### src/rtl/zbt_ctrl.sv
module zbt_ctrl #(
  parameter int AW = 18,
  parameter int DW = 32,
  parameter int PIPELINED = 1,
  parameter int BURST_LEN = 4
) (
  input  logic          clk,
  input  logic          rst_n,
  input  logic          req_valid,
  input  logic          req_write,
  input  logic          req_burst,
  input  logic [AW-1:0] req_addr,
  input  logic [DW-1:0] req_wdata,
  output logic          req_ready,
  output logic          rd_valid,
  output logic [DW-1:0] rd_data,
  output logic          sram_ce_n,
  output logic          sram_we_n,
  output logic          sram_adv,
  output logic [AW-1:0] sram_addr,
  output logic [DW-1:0] sram_dq_o,
  output logic          sram_dq_oe,
  input  logic [DW-1:0] sram_dq_i
);
  localparam int LAT = (PIPELINED != 0) ? 2 : 1;
  localparam int CW  = (BURST_LEN > 2) ? $clog2(BURST_LEN) : 1;

  logic [CW-1:0] beats_left;
  logic [LAT:0]  wv, rv;
  logic [DW-1:0] wd [LAT+1];
  logic          accept, cont;

  assign cont      = beats_left != '0;
  assign req_ready = !cont;
  assign accept    = req_valid && req_ready;

  always_ff @(posedge clk) begin
    if (!rst_n) begin
      sram_ce_n  <= 1'b1;
      sram_we_n  <= 1'b1;
      sram_adv   <= 1'b0;
      sram_addr  <= '0;
      beats_left <= '0;
    end else if (accept) begin
      sram_ce_n  <= 1'b0;
      sram_we_n  <= !req_write;
      sram_adv   <= 1'b0;
      sram_addr  <= req_addr;
      beats_left <= (req_burst && !req_write) ? CW'(BURST_LEN - 1) : '0;
    end else if (cont) begin
      sram_ce_n  <= 1'b0;
      sram_we_n  <= 1'b1;
      sram_adv   <= 1'b1;
      beats_left <= beats_left - 1'b1;
    end else begin
      sram_ce_n  <= 1'b1;
      sram_we_n  <= 1'b1;
      sram_adv   <= 1'b0;
    end
  end

  always_ff @(posedge clk) begin
    if (!rst_n) begin
      wv <= '0;
      rv <= '0;
    end else begin
      wv <= {wv[LAT-1:0], accept && req_write};
      rv <= {rv[LAT-1:0], (accept && !req_write) || cont};
    end
  end

  for (genvar k = 0; k <= LAT; k++) begin : g_wd
    if (k == 0) begin : g_in
      always_ff @(posedge clk) wd[0] <= req_wdata;
    end else begin : g_sh
      always_ff @(posedge clk) wd[k] <= wd[k-1];
    end
  end

  assign sram_dq_oe = wv[LAT];
  assign sram_dq_o  = wd[LAT];

  always_ff @(posedge clk) begin
    if (!rst_n) begin
      rd_valid <= 1'b0;
      rd_data  <= '0;
    end else begin
      rd_valid <= rv[LAT];
      if (rv[LAT]) rd_data <= sram_dq_i;
    end
  end
endmodule

### config.mk
export PLATFORM = sky130hd
export DESIGN_NAME = zbt_ctrl
export DESIGN_NICKNAME = d
export VERILOG_FILES = /design/src/rtl/zbt_ctrl.sv
export SDC_FILE = /design/constraint.sdc
export NUM_CORES = 1
export LEC_CHECK = 0
export ABC_AREA = 1
export BUFFER_PORTS_ARGS = -buffer_cell sky130_fd_sc_hd__clkbuf_2
export CAP_MARGIN = 20
export CORE_MARGIN = 2
export CORE_UTILIZATION = 49
export CTS_BUF_LIST = sky130_fd_sc_hd__clkbuf_2
export CTS_CLUSTER_SIZE = 24
export DETAILED_ROUTE_END_ITERATION = 10
export GPL_ROUTABILITY_DRIVEN = 0
export PLACE_DENSITY = 0.81
export SYNTH_ARGS = -nofsm -noshare
export SYNTH_HDL_FRONTEND = slang
export SYNTH_SLANG_ARGS = --single-unit
### constraint.sdc
create_clock -name clk -period 1.4 [get_ports clk]
set_input_delay 0.28 -clock clk [delete_from_list [all_inputs] [get_ports clk]]
set_output_delay 0.28 -clock clk [all_outputs]
set_load 0.005 [all_outputs]
Yosys cells after proc, flatten, opt, wreduce, memory -nomap -nowiden

Memories as Yosys holds them, arrays and structs flattened.
Index checks and enable logic that the tools add are counted.

RAM bits: 96
Memories kept: 1
Logic and storage cells: 29
Register bits after elaboration: 62

Bitwise gates (word level): 1
Mux-type cells: 6
Reductions and logical operators: 11
Add/sub/neg operators: 1

Memories:

| memory | depth | width | rd ports | clocked after memory_dff | write ports | line | RTL |
|---|---|---|---|---|---|---|---|
| wd     | 3     | 32    | 3        | 0                        | 3           | 30   | `logic [DW-1:0] wd [LAT+1];` |

Operators by type and width:

| operator                                                           | count |
|---|---|
| 2-bit 2-to-1 mux                                                   | 3 |
| 1-bit logical AND                                                  | 4 |
| 2-bit nonzero test                                                 | 2 |
| 1-bit 2-to-1 mux                                                   | 3 |
| 1-bit logical NOT                                                  | 2 |
| 2-bit AND reduction                                                | 1 |
| 2-bit OR reduction                                                 | 1 |
| 2-bit by 1-bit subtractor with 2-bit output, second input constant | 1 |
| 1-bit logical OR                                                   | 1 |
| 1-bit inverter                                                     | 1 |

Longest topological paths before layout

Depth in word-level cells: 5
Gate-level depth with buffers: 9

Least setup slack after synthesis

No wires, ideal clock.

Path type: register to register
From: reg beats_left[0]
To: reg beats_left[0]
Stages on the path, launching flop included: 10
Clock period less this slack: 1.212 ns
Path slack: 0.188 ns
Library setup time: 0.109 ns
Data arrival time: 1.103 ns
Required time: 1.291 ns
Path through: dfxtp_1 inv_1 ha_1 nand2_4 buf_6 inv_2 nand2_1 nand3_1 nand2_1 inv_1

Cells in the longest elaborated chain, start to end: 4
Elaborated cells on any way between the ends: 7

RTL lines:

| item                                                   | line | RTL |
|---|---|---|
| start: declaration                                     | 28   | `logic [CW-1:0] beats_left;` |
| start signal: assignment                               | 49   | `beats_left <= (req_burst && !req_write) ? CW'(BURST_LEN - 1) : '0;` |
| start signal: assignment                               | 54   | `beats_left <= beats_left - 1'b1;` |
| 2-bit nonzero test (*)                                 | 33   | `assign cont = beats_left != '0;` |
| 1-bit logical NOT (*)                                  | 34   | `assign req_ready = !cont;` |
| via req_ready                                          | 14   | `output logic req_ready,` |
| 1-bit logical AND (*)                                  | 35   | `assign accept = req_valid && req_ready;` |
| 2-bit 2-to-1 mux or 2-bit nonzero test (tied branches) | n/a  |  |

Mark *: on every way through the listed nets, which the timed path passes. The rest lies on a longest branch. The select of a mux whose other input is x is not followed.
A chain may end at the register's enable or synchronous reset.

Worst setup path after layout

From: reg beats_left[1]
To: out req_ready

Cells in the longest elaborated chain, start to end: 2

RTL lines:

| item               | line |
|---|---|
| 2-bit nonzero test | 33 |
| 1-bit logical NOT  | 34 |
| end: declaration   | 14 |

No other way between the ends.

==> summary by stage <==
Outcome
The flow ran to the end, but the final reports show violations. The checks that failed: setup timing.

Clock tree
The clock drives 158 sinks. The number of H-tree branching levels is 4. The number of buffers added by the clock tree synthesis step is 17. After clock tree synthesis, the clock-pin slew on the worst setup and hold paths is ~0.27 ns. The cell sitting at the root of the clock tree is a clkbuf_2.

The worst-case clock buffer depth is 2. TritonCTS built the clock tree. The clock reaches the later pin of the worst-skew pair after around 0.66 ns.

Cells and area
The number of filler cells placed in the layout is 552. The count of cells in the finished layout, fillers not included, comes to 769. The number of nets in the final layout is 736.

The layout overhead on the synthesized area is 51.7%. The sequential standard cell area is 0.00326 sq mm. Cells fill between 70% and 80% of the core in the end. The fraction of layout instances using a drive strength above 1 is 47.4%. The number of antenna diodes in the final layout is 0.

Summing all non-filler instances in the final layout gives an area of 0.00654 sq mm. Summing all multi-input logic gate instances after layout gives 773 sq um.

Global route
The via count of the first global-routing pass came to 3680. The first-pass GRT wire length is 17200 microns. The all-layer global routing usage is 23.0%. The number of antenna violations at the first check in global routing was 0.

After global routing the overflow that remains totals 0. Entering global routing, the biggest net connects 32 pins.

Drt
For this block, the initial DRC count from the detailed router was 140. The routed layout has 3595 vias. Dividing the detail-routed wire length by the instance count gives 14.9 microns. The detailed-routing iteration count for the pre-antenna-repair pass is 5.

The detail route stage leaves a number of antenna-violating nets equal to 0. Dividing the detail-routed via count by the number of cells gives 4.67. The detailed-route wire length is 11500 microns. The residual DRC count is 0.

STA
The worst slew margin relative to its limit is about three quarters. The final period demand of the worst path is 1.63 ns. Static timing analysis puts the maximum clock frequency at 0.612 GHz.

The worst hold slack is 0.219 ns. Between clock sinks in the finished design, the worst skew comes to 0.0392 ns. The summed negative setup slack over all endpoints is -1.70 ns.

The number of setup violations in the final report is a little under 80. At the pin with the least slew margin, the transition time is 0.374 ns. The number of max-slew violations in the final report came to 0. Across all setup checks in the final design, the least slack found is -0.234 ns. Setup repair after global routing could not meet its margin everywhere. The final period utilization is 117%. The number of hold violations in the final report was 0.

Synthesis
The average cell area after synthesis is ~11 sq um. After synthesis, the cell types taking the most area are dfxtp_1 73%, nor2_1 6.0%, buf_4 5.6%. The netlist uses 17 different library cells.

During synthesis, Yosys emitted a total of 0 warnings. The flop and latch count out of synthesis is 158. Of all cell types, the one taking the most synthesized area is dfxtp_1.

Synthesis produced a netlist whose cell count is 396. The post-synthesis xor/xnor area fraction is 0%. The fraction of the mapped netlist area in compound gates is ~4.0%. The adder-cell area share of the yosys netlist is less than 1%. Summing every instance area after synthesis gives 0.00431 sq mm. The share of Yosys cell area claimed by the top area cell type is approximately 73%. In the synthesized netlist, mux cells make up 0% of the area.

After synthesis, the largest family of logic cells by area is simple AND/OR/NAND/NOR gates. Summing the areas of all and, or, nand and nor instances in the mapped netlist gives 13.4% of the synthesized area. The number of nets handed over by synthesis was 484.

Sequential elements use 73.4% of the synthesized area.

Worst setup path
The signal on the critical path passes through inv_2 -> ha_4 -> buf_6. The data required time at the worst endpoint is 1.12 ns. In this design, the stage delay of the slowest critical-path cell is 0.39 ns. The highest net fanout along the worst path is 2. The data arrival at the endpoint of the critical path is 1.35 ns. The path type of the worst setup path is flop to output pin. The cell with the largest stage delay on the worst path is dfxtp_2. The worst setup path is captured at an output pin. The launching element type of the critical path is a flop.

Floorplanning
The floorplan step defined a die boundary enclosing around 0.0096 sq mm. For this configuration, the core starts out at a cell density of 49.9%. After floorplanning, the core was sized to cover 0.00864 sq mm.

The number of primary I/O pins is 175. The vertical die dimension is 97.8 microns. The row count is 34.

The die is 97.8 microns wide.

Placement
Once placement finished, the instance area stood at 0.00503 sq mm. Detailed placement ended at an HPWL of 5970 microns. The number of cells in the design after placement is between 600 and 700. Port buffering added 174 buffers.

Power
For this design the static power due to leakage is 0.00326 uW. The switching share of total power is 30.0%. The share of total power dissipated in sequential elements is 56.3%. The internal power of the cells totals 6440 uW. The net switching power of the design is 2760 uW. Combinational cells account for roughly 18% of the total power. IR analysis of the VDD net gives a maximum drop of 0.00103 V. The part of the power in the clock network is 25.5%.

Dividing total power by cell area gives a power density of between 1000 and 1500 mW/mm^2.

Run
Across the run, the number of max-cap violations was 0.

Worst hold path
The tightest min-delay check is of the primary input to flop type.
==> logic make-up (layout without fill, tap and decap cells) <==
kind of cell,count (synthesis),after routing
AO/OA/AOI/OAI,34,34
adder cells (fa/ha/maj),1,1
buffers and inverters,63,328
flip-flops,158,158
AND/OR/NAND/NOR,140,140
==> placed cells by master (no fill, tap or decap), types with 4 or more instances in the layout <==
| cell type | n |
|---|---|
| buf_6 | 30 |
| nor2_1 | 69 |
| dlygate4sd3_1 | 86 |
| clkbuf_2 | 155 |
| nand2_1 | 47 |
| nand3_1 | 21 |
| o21ai_0 | 30 |
| inv_1 | 12 |
| inv_8 | 4 |
| buf_2 | 7 |
| dfxtp_2 | 79 |
| dfxtp_1 | 79 |
| buf_4 | 19 |
| inv_2 | 4 |
==> registers in the layout, summed over array words and instances, names as in the netlist <==
signal and count:
beats_left 2, rd_data 32, rd_valid 1, rv 3
sram_addr 18, sram_adv 1, sram_ce_n 1, sram_we_n 1
wd 96, wv 3
==> final timing paths <==
check	start	to	slack, ns	cells past startpoint
worst max register to register	beats_left[1]	sram_addr[6]	0.06	7
worst max-delay path	beats_left[1]	req_ready	-0.23	3
worst min register to register	wd[0][6]	wd[0][38]	0.30	0
worst min-delay path	req_wdata[12]	wd[0][12]	0.22	2
==> cell usage after synthesis <==
cell	count
inv_1	14
nand3_1	21
dfxtp_1	158
a21oi_1	1
nand2_4	1
o21ai_0	30
ha_1	1
buf_2	9
buf_6	2
or2_2	1
inv_2	2
buf_4	32
nand2_1	47
nor2_8	1
clkbuf_1	4
o21ai_1	3
nor2_1	69
==> final cells by class <==
cell class,instances,share of cell area (%)
Timing Repair Buffer,280,31.6
Inverter,16,0.919
Tap cell,108,2.07
Multi-Input combinational cell,175,11.8
Clock inverter,15,2.34
Clock buffer,17,1.30
Sequential cell,158,49.9
==> repair_timing <==
action                                  CTS  global route
gates resized for setup                  64            77
pin swaps                                 1             0
hold buffers                             86             0
endpoints found under the hold margin    88             0
setup buffers                             3            11
endpoints found under the setup margin   88            90
==> worst max-delay path, delay by kind of cell (launching register included) <==
family                     cells  cell delay [ns]
adders and majority gates      1             0.16
buffers and inverters          2             0.16
DFF                            1             0.39
==> power groups by stage <==
stage               sequential (uW)  clock [uW]  combinational [uW]
floorplan                      5160           0                 646
global placement               5160           0                1040
detailed placement             5180           0                1100
CTS                            5140        2390                1390
global route                   5220        2610                1850
finish                         5180        2350                1680
==> per-layer routing <==
metal  vias to the layer above  track usage, %  routed length, microns
met4                         0            12.2                     384
li1                       1710               -                       -
met2                       180            42.8                    6330
met1                      1670            22.6                    4030
met5                         -               0                       0
met3                        35            7.59                     721
==> through the flow <==
stage                     setup slack (ns)  power [uW]
final                               -0.234        9200
after global placement               0.142        6200
after floorplan                      0.188        5810
after CTS                           -0.273        8930
after global routing                -0.347        9670
after detailed placement            0.0265        6280
No activity file was read; power rests on OpenSTA's default activity.
